--- src/rtl/scl_phase_pkg.sv ---
package scl_phase_pkg;
  typedef enum logic [1:0] {
    CMD_IDLE  = 2'd0,
    CMD_START = 2'd1,
    CMD_STOP  = 2'd2,
    CMD_BIT   = 2'd3
  } cmd_e;

  typedef enum logic [3:0] {
    ST_IDLE, ST_SHOLD, ST_RLOW, ST_RWAIT, ST_RSETUP,
    ST_BLOW1, ST_BLOW2, ST_BWAIT, ST_BHIGH,
    ST_PLOW, ST_PWAIT, ST_PSETUP, ST_IWAIT
  } phase_e;
endpackage

--- src/rtl/scl_phase_sync.sv ---
module scl_phase_sync #(
  parameter int W      = 2,
  parameter int STAGES = 2
) (
  input  logic         clk,
  input  logic         rst,
  input  logic [W-1:0] d,
  output logic [W-1:0] q
);
  logic [STAGES-1:0][W-1:0] chain;

  always_ff @(posedge clk) begin
    if (rst) chain[0] <= '1;
    else     chain[0] <= d;
  end

  for (genvar i = 1; i < STAGES; i++) begin : g_stage
    always_ff @(posedge clk) begin
      if (rst) chain[i] <= '1;
      else     chain[i] <= chain[i-1];
    end
  end

  assign q = chain[STAGES-1];
endmodule

--- src/rtl/scl_phase_cfg.sv ---
module scl_phase_cfg #(
  parameter int CW  = 16,
  parameter int LAT = 3
) (
  input  logic          clk,
  input  logic          rst,
  input  logic [CW-1:0] period,
  input  logic [CW-1:0] low,
  input  logic [CW-1:0] hold,
  input  logic [CW-1:0] dsetup,
  output logic          cfg_ok,
  output logic          lead_zero,
  output logic [CW-1:0] lead_m1,
  output logic [CW-1:0] ds_m1,
  output logic [CW-1:0] hi_m1,
  output logic [CW-1:0] hold_m1,
  output logic [CW-1:0] per_m1
);
  localparam logic [CW-1:0] ONE  = CW'(1);
  localparam logic [CW-1:0] LATV = CW'(LAT);

  logic          ok_c;
  logic [CW-1:0] ds_c, hi_c;

  always_comb begin
    ok_c = (period != '0) && (low != '0) && (low < period);
    if (dsetup == '0)     ds_c = ONE;
    else if (dsetup > low) ds_c = low;
    else                   ds_c = dsetup;
    hi_c = period - low;
  end

  always_ff @(posedge clk) begin
    if (rst) begin
      cfg_ok    <= 1'b0;
      lead_zero <= 1'b1;
      lead_m1   <= '0;
      ds_m1     <= '0;
      hi_m1     <= '0;
      hold_m1   <= '0;
      per_m1    <= '0;
    end else begin
      cfg_ok    <= ok_c;
      lead_zero <= (low == ds_c);
      lead_m1   <= low - ds_c - ONE;
      ds_m1     <= ds_c - ONE;
      hi_m1     <= (hi_c > LATV) ? hi_c - LATV - ONE : '0;
      hold_m1   <= (hold == '0) ? '0 : hold - ONE;
      per_m1    <= period - ONE;
    end
  end
endmodule

--- src/rtl/scl_phase_cnt.sv ---
module scl_phase_cnt #(
  parameter int CW = 16
) (
  input  logic          clk,
  input  logic          rst,
  input  logic          load,
  input  logic [CW-1:0] load_val,
  output logic          zero
);
  logic [CW-1:0] cnt;

  always_ff @(posedge clk) begin
    if (rst)              cnt <= '0;
    else if (load)        cnt <= load_val;
    else if (cnt != '0)   cnt <= cnt - CW'(1);
  end

  assign zero = (cnt == '0);
endmodule

--- src/rtl/scl_phase_gen.sv ---
module scl_phase_gen #(
  parameter int CW          = 16,
  parameter int SYNC_STAGES = 2
) (
  input  logic          clk,
  input  logic          rst,
  input  logic          run_mode,
  input  logic          man_scl_rel,
  input  logic [CW-1:0] cfg_period,
  input  logic [CW-1:0] cfg_low,
  input  logic [CW-1:0] cfg_hold,
  input  logic [CW-1:0] cfg_dsetup,
  input  logic          req_valid,
  input  logic [1:0]    req_cmd,
  input  logic          req_bit,
  output logic          req_ready,
  output logic          op_done,
  input  logic          scl_in,
  input  logic          sda_in,
  output logic          scl_drv,
  output logic          sda_drv,
  output logic          sda_chg,
  output logic          sda_smp,
  output logic          rx_bit,
  output logic [3:0]    bus_mon
);
  import scl_phase_pkg::*;

  localparam int LAT = SYNC_STAGES + 1;

  logic          scl_s, sda_s;
  logic          cfg_ok, lead_zero, cnt_zero;
  logic [CW-1:0] lead_m1, ds_m1, hi_m1, hold_m1, per_m1;

  phase_e        st, st_n;
  logic          scl_q, sda_q, done_q, chg_q, smp_q, rx_q, bit_q;
  logic          scl_n, sda_n, done_n, chg_n, smp_n, rx_n, bit_n;
  logic          ld;
  logic [CW-1:0] ld_val;

  scl_phase_sync #(.W(2), .STAGES(SYNC_STAGES)) u_sync (
    .clk(clk), .rst(rst), .d({sda_in, scl_in}), .q({sda_s, scl_s})
  );

  scl_phase_cfg #(.CW(CW), .LAT(LAT)) u_cfg (
    .clk(clk), .rst(rst),
    .period(cfg_period), .low(cfg_low), .hold(cfg_hold), .dsetup(cfg_dsetup),
    .cfg_ok(cfg_ok), .lead_zero(lead_zero), .lead_m1(lead_m1),
    .ds_m1(ds_m1), .hi_m1(hi_m1), .hold_m1(hold_m1), .per_m1(per_m1)
  );

  scl_phase_cnt #(.CW(CW)) u_cnt (
    .clk(clk), .rst(rst), .load(ld), .load_val(ld_val), .zero(cnt_zero)
  );

  always_comb begin
    st_n   = st;
    ld     = 1'b0;
    ld_val = '0;
    scl_n  = scl_q;
    sda_n  = sda_q;
    done_n = 1'b0;
    chg_n  = 1'b0;
    smp_n  = 1'b0;
    rx_n   = rx_q;
    bit_n  = bit_q;
    if (!run_mode) begin
      st_n  = ST_IDLE;
      scl_n = man_scl_rel;
      sda_n = 1'b1;
    end else if (!cfg_ok) begin
      st_n  = ST_IDLE;
      scl_n = 1'b1;
      sda_n = 1'b1;
    end else begin
      case (st)
        ST_IDLE: if (req_valid) begin
          case (cmd_e'(req_cmd))
            CMD_START: begin
              ld = 1'b1;
              if (scl_q) begin
                sda_n = 1'b0; st_n = ST_SHOLD; ld_val = hold_m1;
              end else begin
                sda_n = 1'b1; chg_n = 1'b1; st_n = ST_RLOW; ld_val = ds_m1;
              end
            end
            CMD_STOP: begin
              scl_n = 1'b0; sda_n = 1'b0; chg_n = 1'b1;
              st_n = ST_PLOW; ld = 1'b1; ld_val = ds_m1;
            end
            CMD_BIT: begin
              scl_n = 1'b0; bit_n = req_bit; ld = 1'b1;
              if (lead_zero) begin
                sda_n = req_bit; chg_n = 1'b1; st_n = ST_BLOW2; ld_val = ds_m1;
              end else begin
                st_n = ST_BLOW1; ld_val = lead_m1;
              end
            end
            default: begin
              st_n = ST_IWAIT; ld = 1'b1; ld_val = per_m1;
            end
          endcase
        end
        ST_SHOLD:  if (cnt_zero) begin scl_n = 1'b0; done_n = 1'b1; st_n = ST_IDLE; end
        ST_RLOW:   if (cnt_zero) begin scl_n = 1'b1; st_n = ST_RWAIT; end
        ST_RWAIT:  if (scl_s) begin st_n = ST_RSETUP; ld = 1'b1; ld_val = hold_m1; end
        ST_RSETUP: if (cnt_zero) begin
          sda_n = 1'b0; st_n = ST_SHOLD; ld = 1'b1; ld_val = hold_m1;
        end
        ST_BLOW1:  if (cnt_zero) begin
          sda_n = bit_q; chg_n = 1'b1; st_n = ST_BLOW2; ld = 1'b1; ld_val = ds_m1;
        end
        ST_BLOW2:  if (cnt_zero) begin scl_n = 1'b1; st_n = ST_BWAIT; end
        ST_BWAIT:  if (scl_s) begin
          smp_n = 1'b1; rx_n = sda_s; st_n = ST_BHIGH; ld = 1'b1; ld_val = hi_m1;
        end
        ST_BHIGH:  if (cnt_zero) begin scl_n = 1'b0; done_n = 1'b1; st_n = ST_IDLE; end
        ST_PLOW:   if (cnt_zero) begin scl_n = 1'b1; st_n = ST_PWAIT; end
        ST_PWAIT:  if (scl_s) begin st_n = ST_PSETUP; ld = 1'b1; ld_val = hold_m1; end
        ST_PSETUP: if (cnt_zero) begin sda_n = 1'b1; done_n = 1'b1; st_n = ST_IDLE; end
        ST_IWAIT:  if (cnt_zero) begin done_n = 1'b1; st_n = ST_IDLE; end
        default:   st_n = ST_IDLE;
      endcase
    end
  end

  always_ff @(posedge clk) begin
    if (rst) begin
      st     <= ST_IDLE;
      scl_q  <= 1'b1;
      sda_q  <= 1'b1;
      done_q <= 1'b0;
      chg_q  <= 1'b0;
      smp_q  <= 1'b0;
      rx_q   <= 1'b1;
      bit_q  <= 1'b1;
    end else begin
      st     <= st_n;
      scl_q  <= scl_n;
      sda_q  <= sda_n;
      done_q <= done_n;
      chg_q  <= chg_n;
      smp_q  <= smp_n;
      rx_q   <= rx_n;
      bit_q  <= bit_n;
    end
  end

  assign req_ready = run_mode && cfg_ok && (st == ST_IDLE);
  assign op_done   = done_q;
  assign scl_drv   = scl_q;
  assign sda_drv   = sda_q;
  assign sda_chg   = chg_q;
  assign sda_smp   = smp_q;
  assign rx_bit    = rx_q;
  assign bus_mon   = {sda_q, sda_s, scl_q, scl_s};

  // SDA is only moved by the sequencer while SCL is held low.
  p_chg_scl_low_r3: assert property (@(posedge clk) disable iff (rst)
    chg_q |-> !scl_q);

  // SDA must have settled before SCL is released in normal operation.
  p_rise_sda_settled_r3: assert property (@(posedge clk) disable iff (rst)
    ($rose(scl_q) && $past(run_mode) && $past(cfg_ok)) |-> $stable(sda_q));

  p_sample_scl_high_r6: assert property (@(posedge clk) disable iff (rst)
    smp_q |-> scl_q);

  p_done_single_r10: assert property (@(posedge clk) disable iff (rst)
    done_q |=> !done_q);

  p_bad_cfg_release_r11: assert property (@(posedge clk) disable iff (rst)
    (run_mode && !cfg_ok) |=> (scl_q && sda_q && !done_q));

  p_manual_quiet_r12: assert property (@(posedge clk) disable iff (rst)
    !run_mode |=> (sda_q && !done_q && !chg_q));
endmodule

--- config.mk ---
export PLATFORM = sky130hd
export DESIGN_NAME = scl_phase_gen
export DESIGN_NICKNAME = d
export VERILOG_FILES = /design/src/rtl/scl_phase_pkg.sv /design/src/rtl/scl_phase_sync.sv /design/src/rtl/scl_phase_cfg.sv /design/src/rtl/scl_phase_cnt.sv /design/src/rtl/scl_phase_gen.sv
export SDC_FILE = /design/constraint.sdc
export NUM_CORES = 1
export LEC_CHECK = 0
export CORE_MARGIN = 1.5
export CORE_UTILIZATION = 45
export CTS_CLUSTER_SIZE = 8
export DETAILED_ROUTE_END_ITERATION = 10
export HOLD_SLACK_MARGIN = 0.06
export PLACE_DENSITY = 0.66
export SLEW_MARGIN = 25
export SYNTH_ARGS = -nofsm -noshare
export SYNTH_HDL_FRONTEND = slang
export SYNTH_SLANG_ARGS = --single-unit
--- constraint.sdc ---
create_clock -name clk -period 7.5 [get_ports clk]
set_input_delay 1.875 -clock clk [delete_from_list [all_inputs] [get_ports clk]]
set_output_delay 1.875 -clock clk [all_outputs]
set_load 0.01 [all_outputs]
==> Word level (Yosys, flattened, before mapping) <==
Cells that the tools add are included.
{ "classes": {"add_sub_neg": 9, "magnitude_cmp": 3, "eq_ne": 34, "muxes": 52, "bitwise_logic": 5, "n_reduce_logical": 30} }
{ "ops": {"columns": ["operator", "count"], "rows": [
  ["16-bit 2-to-1 mux", 13],
  ["16-bit by 1-bit subtractor with 16-bit output (second input constant)", 6],
  ["16-bit case mux with 5 select lines", 1],
  ["16-bit logical NOT", 3],
  ["16-bit case mux with 3 select lines", 1],
  ["16-bit nonzero test", 3],
  ["4-bit 2-to-1 mux", 10],
  ["4-bit case mux with 10 select lines", 1],
  ["16-bit subtractor", 2],
  ["4-bit equality test (second input constant)", 5],
  ["1-bit 2-to-1 mux", 17],
  ["16-bit equality test", 1],
  ["4-bit by 3-bit equality test with 1-bit output (second input constant)", 4],
  ["16-bit > comparator", 1],
  ["16-bit by 2-bit > comparator with 1-bit output (second input constant)", 1],
  ["16-bit less-than comparator", 1],
  ["4-bit inequality test (second input constant)", 4],
  ["16-bit by 2-bit subtractor with 16-bit output (second input constant)", 1],
  ["2-bit inequality test (second input constant)", 7],
  ["1-bit case mux with 3 select lines", 4],
  ["4-bit case mux with 3 select lines", 1],
  ["2-bit OR reduction", 6],
  ["4-bit OR reduction", 3],
  ["10-bit AND reduction", 1],
  ["20 further kinds", 36]
]} }
{ "word_totals": {"register_bits": 113, "input_bits": 74, "output_inout_bits": 11} }

==> Longest topological paths before layout <==
Gate-level depths: netlist (run 1).
{ "logic_depth": {"depth_word": 7, "depth_mapped": 22} }

==> By module <==
From an unflattened synthesis (run 1), not the netlist that was laid out.
{ "unflattened": {"cells_unflattened": 1099, "hier_area_um2": 8734.6} }
{ "modules_own_cells": {"columns": ["module", "instances", "cells_each", "area_each_um2", "seq_area_each_um2"], "rows": [
  ["scl_phase_cfg", 1, 707, 5733.0, 1641.6],
  ["scl_phase_gen", 1, 270, 1979.4, 220.2],
  ["scl_phase_cnt", 1, 112, 902.1, 320.3],
  ["scl_phase_sync", 1, 10, 120.1, 80.1]
]} }

==> Worst setup path before layout (run 1) <==
Ideal clock, no wire load.
{ "synth_timing": {"path_kind": "input-to-reg", "from": "input port cfg_low[15]", "to": "register u_cfg.lead_m1[15]", "arrival_time_ps": 5697, "t_required_ps": 7372, "path_slack_ps": 1676, "path_stages": 20, "path_buffers": 1, "cell_sequence": "inv_1 -> ha_1 -> nand3_1 -> nor4_1 -> a21bo_2 -> o211ai_1 -> nand2_1 -> clkbuf_1 -> nor2_1 -> a21oi_1 -> or2_2 -> ha_1 -> a21oi_1 -> o22ai_1 -> a311o_1 -> o41ai_1 -> o21a_1 -> o21ai_0 -> xnor2_1 -> nor2_1"} }
{ "synth_between": {"elab_chain_cells": 5} }
{ "synth_rtl": {"columns": ["item", "line_no", "source"], "rows": [
  ["from (decl)", "scl_phase_gen.sv:10", "input logic [CW-1:0] cfg_low,"],
  ["16-bit > comparator", "scl_phase_cfg.sv:28", "else if (dsetup > low) ds_c = low;"],
  ["16-bit 2-to-1 mux", "scl_phase_cfg.sv:28", null],
  ["16-bit 2-to-1 mux", "scl_phase_cfg.sv:27", "if (dsetup == '0) ds_c = ONE;"],
  ["16-bit subtractor (*)", "scl_phase_cfg.sv:45", "lead_m1 <= low - ds_c - ONE;"],
  ["16-bit by 1-bit subtractor with 16-bit output (*)", "scl_phase_cfg.sv:45", null],
  ["to (signal assigned)", "scl_phase_cfg.sv:45", null],
  ["to (decl)", "scl_phase_cfg.sv:13", "output logic [CW-1:0] lead_m1,"]
]} }
Mark *: on every way between the ends. The rest lies on a longest branch, timed or not.
A chain may end at the register's enable or synchronous reset.

==> Final worst setup path (run 1) <==
{ "layout_timing": {"from": "input port cfg_low[7]", "to": "register u_cfg.lead_m1[15]"} }
The elaborated chain is that of the path after synthesis.

==> results.cfg, run 1 <==
[critical_path]
cp.arrival_ns = 6.74
r2r_end = u_cnt.cnt[8]
required_ns = 7.77
reg2reg_from = u_cnt.cnt[4]
rrSetupSlack_ns = 3.38
cp_max_fo = 20
cp_slowest_stage_delay_ns = 0.64
endpoint_kind = flip-flop
critical_path_buf_inv_count = 3
reg2regPathDepth = 8
critPathKind = input port to flip-flop
critPathTopFamily = compound AO/OA/AOI/OAI gates
startpoint_type = input port
worst_path_max_delay_cell = clkdlybuf4s50_1
path_cells = clkdlybuf4s50_1 > inv_1 > ha_1 > nand4_1 > nor4_1 > a21bo_2 > o211a_1 > nor2_1 > mux2_2 > inv_1 > ha_1 > and2_1 > a311o_1 > o41ai_1 > o21a_1 > o21ai_0 > xnor2_1 > nor2_1

[pwr]
ir_worst_vdd_mv = 0.2219
leakage_nw = 3.867
power_density_nw_per_um2 = 231.6

[timing]
rsz0062_at_grt = no
min_period_ns = 6.461
slew_viol_final = 0
finalHoldViolations = 0
worst_slew_pin_slew_ns = 0.9630
relSlewSlack_pct = 35.73
tns_ns = 0
setup_violations = 0
finalCritPeriodShare_pct = 86.14
clock.fmax_mhz = 154.8
finClkSkew_ns = 0.008647

[synthesis]
syn_avg_cell_area_sq_um = 7.768
yosysSeqAreaShare_pct = 27.63
ys_async_sr_fraction_pct = 0
synth_most_common_cell = nor2_1
synth_top_area_share_pct = 27.63
ys_seq_elements = 113
yosysWarnings = 0
synth_top_area_cell = dfxtp_1
synth_ff_type = dfxtp_1
synth_area_sq_um = 8188
synth_enable_flop_cells = 0
synth_fp_nets = 1192
netlist_instances = 1054
synthTopCellsByCount = 137 x nor2_1, 113 x dfxtp_1, 78 x nand2_1
synth.area.top_cells = dfxtp_1 28%, ha_1 9.5%, nor2_1 6.3%
ys_types = 73

[placed_design]
placed_cell_area_sq_um = 9166
portBuffers = 84
dp.cells = 1326
routabilityCongestion = 0.9552
dp_hpwl_um = 20020

[floorplan]
die_w_um = 137.9
die_area_sq_um = 19010
core_region_area_sq_um = 17900
rows = 49
die_y_um = 137.9
io_pins = 85
start_util_pct = 45.74

[clock_tree]
cts_tree = built
cts_buffer_depth = 2
clockRootBuffer = clkbuf_16
cts_hold_buf = 0
cts_sinks = 113
clock_insertion_delay_worst_skew_ns = 0.42
cts_setup_buffers = 0
htreeDepth = 4
cts_resized = 0
cts.clk_slew.worst_paths_ns = 0.06
cts_made_buffers = 17

[layout]
num_antenna_cells = 0
stdcell_count = 1358
design_area_sq_um = 9754
layout-area-overhead-vs-synth_pct = 19.13
post_route_cells_drive_above_1_share_pct = 6.112
final_nets = 1254

[drt]
avgViaCountPerCell = 6.024
wl_per_cell_um = 19.09
first_pass_iters = 5
vias = 8181
drc = 0
drtAntennaViolNets = 0
drt_wl_total_um = 25930
first_iter_violations = 630

[global_route]
grt_pass1_vias = 7538
overflow = 0
grt_max_degree = 68
grt_first_pass_wirelength_um = 40070
grt_antenna_before_repair = 0
grt_usage_pct = 27.76

[run]
cap_violations = 0

[worst_hold_path]
whs_path_depth = 1
hold_class = flip-flop to flip-flop
hold_start = u_sync.chain[1]
hold_end = u_sync.q[1]

[status]
status = complete, no violations
sequential cells by signal (all words and copies together) (netlist names):
| name | flops |
|---|---|
| rx_bit | 1 |
| sda_smp | 1 |
| u_sync.chain | 2 |
| st | 4 |
| u_cfg.lead_m1 | 16 |
| u_cfg.per_m1 | 16 |
| u_cnt.cnt | 16 |
| u_cfg.ds_m1 | 16 |
| u_sync.q | 2 |
| u_cfg.cfg_ok | 1 |
| sda_drv | 1 |
| scl_drv | 1 |
| u_cfg.hi_m1 | 16 |
| op_done | 1 |
| u_cfg.hold_m1 | 16 |
| sda_chg | 1 |
| bit_q | 1 |
| u_cfg.lead_zero | 1 |
layer usage:
metal	track usage, %	wire length (um)	up-vias
met4	12.91	1003	0
met5	0	0	-
met3	3.728	1315	52
met2	45.05	12080	315
met1	36.49	11530	3827
li1	-	-	3987
cell families after synthesis:
family,synth area share [%]
simple gates,23.55
compound gates,24.82
buf+inv,5.593
flops,27.63
xor+xnor,7.167
fa+ha+maj,9.963
mux,1.284
cells in the final DEF, fill, tap and decap left out, drive strengths merged, types with 4 or more instances in the layout:
cell / Yosys / final
nor2: 137 / 137
dfxtp: 113 / 113
clkdlybuf4s50: 0 / 83
nand2: 78 / 78
inv: 67 / 77
a21oi: 68 / 68
ha: 62 / 62
nor3: 55 / 55
o21ai: 49 / 49
a221oi: 49 / 49
xnor2: 37 / 37
xor2: 30 / 30
nand3: 26 / 26
nor4: 19 / 19
clkbuf: 41 / 17
a211oi: 15 / 15
a21o: 15 / 15
nand4: 12 / 12
or2: 11 / 11
nor2b: 10 / 10
and2: 9 / 9
o31a: 9 / 9
buf: 8 / 9
o211ai: 8 / 8
nand2b: 8 / 8
or4: 8 / 8
o31ai: 7 / 7
o21a: 7 / 7
mux2i: 6 / 6
and3: 6 / 6
a221o: 6 / 6
a311oi: 6 / 6
a2111oi: 6 / 6
a31oi: 5 / 5
o41ai: 5 / 5
and4: 4 / 4
mux2: 4 / 4
nor3b: 4 / 4
final cells by class:
type | count | area [sq um]
well taps | 229 | 286.5
flip-flops and latches | 113 | 2262
fillers | 1739 | 8148
clock buffers | 17 | 425.4
multi-input cells | 825 | 5470
repair buffers | 92 | 895.9
inverters | 67 | 251.5
clock inverters | 15 | 162.7
report_power, final:
| group | switching [mW] | total [mW] | leakage, nW | internal, mW |
|---|---|---|---|---|
| clock | 0.322 | 0.794 | 0.285 | 0.472 |
| sequential | 0.0583 | 0.747 | 0.938 | 0.689 |
| combinational | 0.420 | 0.718 | 2.64 | 0.299 |
| total | 0.800 | 2.26 | 3.87 | 1.46 |
worst max path at each step:
stage | startpoint | to | slack [ns] | cells past startpoint
2_1_floorplan | cfg_low[15] | u_cfg.lead_m1[15] | 1.68 | 20
3_3_place_gp | cfg_low[7] | u_cfg.lead_m1[15] | 0.78 | 18
3_5_place_dp | cfg_low[7] | u_cfg.lead_m1[15] | 0.75 | 18
4_1_cts | cfg_low[7] | u_cfg.lead_m1[15] | 1.16 | 18
5_1_grt | cfg_low[7] | u_cfg.lead_m1[15] | 0.80 | 18
6_report | cfg_low[7] | u_cfg.lead_m1[15] | 1.04 | 18
metrics by stage:
step                      hold slack (ns)  total power [mW]  util [%]  setup WS [ns]
after floorplan                    0.3895             1.245         -          1.676
after global placement             0.3919             1.458     51.20         0.7850
after detailed placement           0.3942             1.463     51.20         0.7512
after CTS                          0.4096             2.260     54.49          1.157
after global routing               0.4250             2.380     54.49         0.8030
final                              0.4071             2.259     54.49          1.039
Note: power is estimated with default switching activity, not from simulation.
==> inputs of run 2 (changes only) <==
- GPL_ROUTABILITY_DRIVEN: not set -> 0
- SLEW_MARGIN: 25 -> 20
==> run 2 against run 1 <==
Compared with the run above: sequential power hardly changed; final cell count hardly changed; total power is 0.34% higher; clock skew is 0.0026 ns higher; global-route usage is 0.13 points lower; first-iteration DRC count is 17% higher; combinational power is 0.6% higher; sequential share of layout area hardly changed; critical endpoint unchanged.
==> results.cfg, run 2 (synthesis results as in run 1) <==
[drt]
wl_met1_um = 11470
first_pass_iters = 5
wl_met2_um = 11810
avgViaCountPerCell = 6.001
wl_per_cell_um = 19.01
first_iter_violations = 736
vias = 8155
drtAntennaViolNets = 0
drt_wl_total_um = 25840
drc = 0
wl_met3_um = 1528
dr.max_layer_used = met4

[pwr]
share_comb_of_total_power_pct = 31.9
leakage_nw = 3.875
pwr-share-seq_pct = 32.9
power_density_nw_per_um2 = 232.3
p_sw_uw = 807.0
ir_worst_vdd_mv = 0.1760
p_sw_share_pct = 35.60
p_int_mw = 1.460
clkPwrFrac_pct = 35.2

[floorplan]
io_pins = 85
die_w_um = 137.9
start_util_pct = 45.74
rows = 49
core_region_area_sq_um = 17900
die_y_um = 137.9
die_area_sq_um = 19010

[timing]
finClkSkew_ns = 0.01121
clock.fmax_mhz = 155.1
rsz0062_at_grt = no
finalHoldViolations = 0
slew_viol_final = 0
worst_slew_pin_slew_ns = 1.105
relSlewSlack_pct = 24.43
finalCritPeriodShare_pct = 85.97
tns_ns = 0
min_period_ns = 6.447
setup_violations = 0

[clock_tree]
cts_setup_buffers = 0
cts_sinks = 113
cts_hold_buf = 0
cts_tree = built
cts_buffer_depth = 2
clockRootBuffer = clkbuf_16
clock_insertion_delay_worst_skew_ns = 0.42
cts_resized = 0
cts_made_buffers = 17
htreeDepth = 4
cts.clk_slew.worst_paths_ns = 0.06

[placed_design]
portBuffers = 84
dp_hpwl_um = 19830
placed_cell_area_sq_um = 9171

[critical_path]
worst_path_max_delay_cell = clkdlybuf4s50_1
cp_slowest_stage_delay_ns = 0.56
endpoint_kind = flip-flop
critPathKind = input port to flip-flop
cp_max_fo = 20
startpoint_type = input port
critical_path_buf_inv_count = 3
critPathTopFamily = compound AO/OA/AOI/OAI gates
required_ns = 7.77
path_cells = clkdlybuf4s50_1 > inv_1 > ha_1 > nand3_1 > nor4_1 > a21bo_2 > o211a_1 > nor2_1 > mux2_2 > inv_1 > ha_1 > and2_1 > a311o_1 > o41ai_1 > o21a_1 > o21ai_0 > xnor2_1 > nor2_1
cp.arrival_ns = 6.72

[layout]
final_cell_mix = 137 x nor2_1, 113 x dfxtp_1, 83 x clkdlybuf4s50_1
final_nets = 1255
layout-area-overhead-vs-synth_pct = 19.18
post_route_cells_drive_above_1_share_pct = 6.106
design_area_sq_um = 9758
num_antenna_cells = 0
layout_commonest_cell = nor2_1

[global_route]
grt_pass1_vias = 7448
grt_antenna_before_repair = 1
overflow = 0
grt_max_degree = 68
grt_usage_pct = 27.63
grt_first_pass_wirelength_um = 40110

[status]
status = complete, no violations

[run]
cap_violations = 0

[worst_hold_path]
hold_class = flip-flop to flip-flop
==> run 2: metal layers <==
layer	vias to the layer above	GRT usage, %
met5	-	0
met4	0	11.86
met3	63	3.143
met2	352	44.31
met1	3741	37.48
li1	3999	-
==> run 2: final cells by class <==
cell class	count	area [sq um]
sequential	113	2262
timing repair buffer	93	903.4
fill	1714	8144
clock buffer	17	425.4
inverter	67	251.5
tap	229	286.5
clock inverter	15	161.4
multi-input combinational	825	5468
==> run 2: worst reg2reg max path, cell delays in order (launching register included) <==
cell	delay [ns]
dfxtp_1	0.35
or4_1	0.61
nor4_1	0.40
nand3_1	0.51
o21ai_0	0.41
nand4_1	0.76
nand2_1	0.61
nor2_1	0.10
a311oi_1	0.24
==> run 2: final timing paths <==
| path | start | to | slack (ns) | depth (start not counted) |
|---|---|---|---|---|
| setup reg to reg | u_cnt.cnt[4] | u_cnt.cnt[10] | 3.41 | 8 |
| setup / recovery | cfg_low[14] | u_cfg.lead_m1[15] | 1.05 | 18 |
| hold reg to reg | u_sync.chain[1] | u_sync.q[1] | 0.42 | 1 |
| hold / removal | u_sync.chain[1] | u_sync.q[1] | 0.42 | 1 |
==> run 2: stage by stage <==
step                util, %  cells  hold WS (ns)  setup slack (ns)  total power [mW]
floorplan                 -   1054        0.3895             1.676             1.245
CTS                   54.51   1359        0.4218             1.127             2.265
finish                54.51   1359        0.4192             1.053             2.267
global placement      51.23   1327        0.3919            0.8248             1.457
detailed placement    51.23   1327        0.4050            0.7373             1.461
global route          54.51   1359        0.4315            0.6746             2.391
==> run 2: power groups by stage <==
stage	Clock, mW	Sequential, mW	Combinational (mW)
global route	0.836	0.754	0.801
detailed placement	0	0.757	0.704
global placement	0	0.757	0.701
CTS	0.805	0.745	0.715
finish	0.799	0.746	0.722
floorplan	0	0.739	0.506
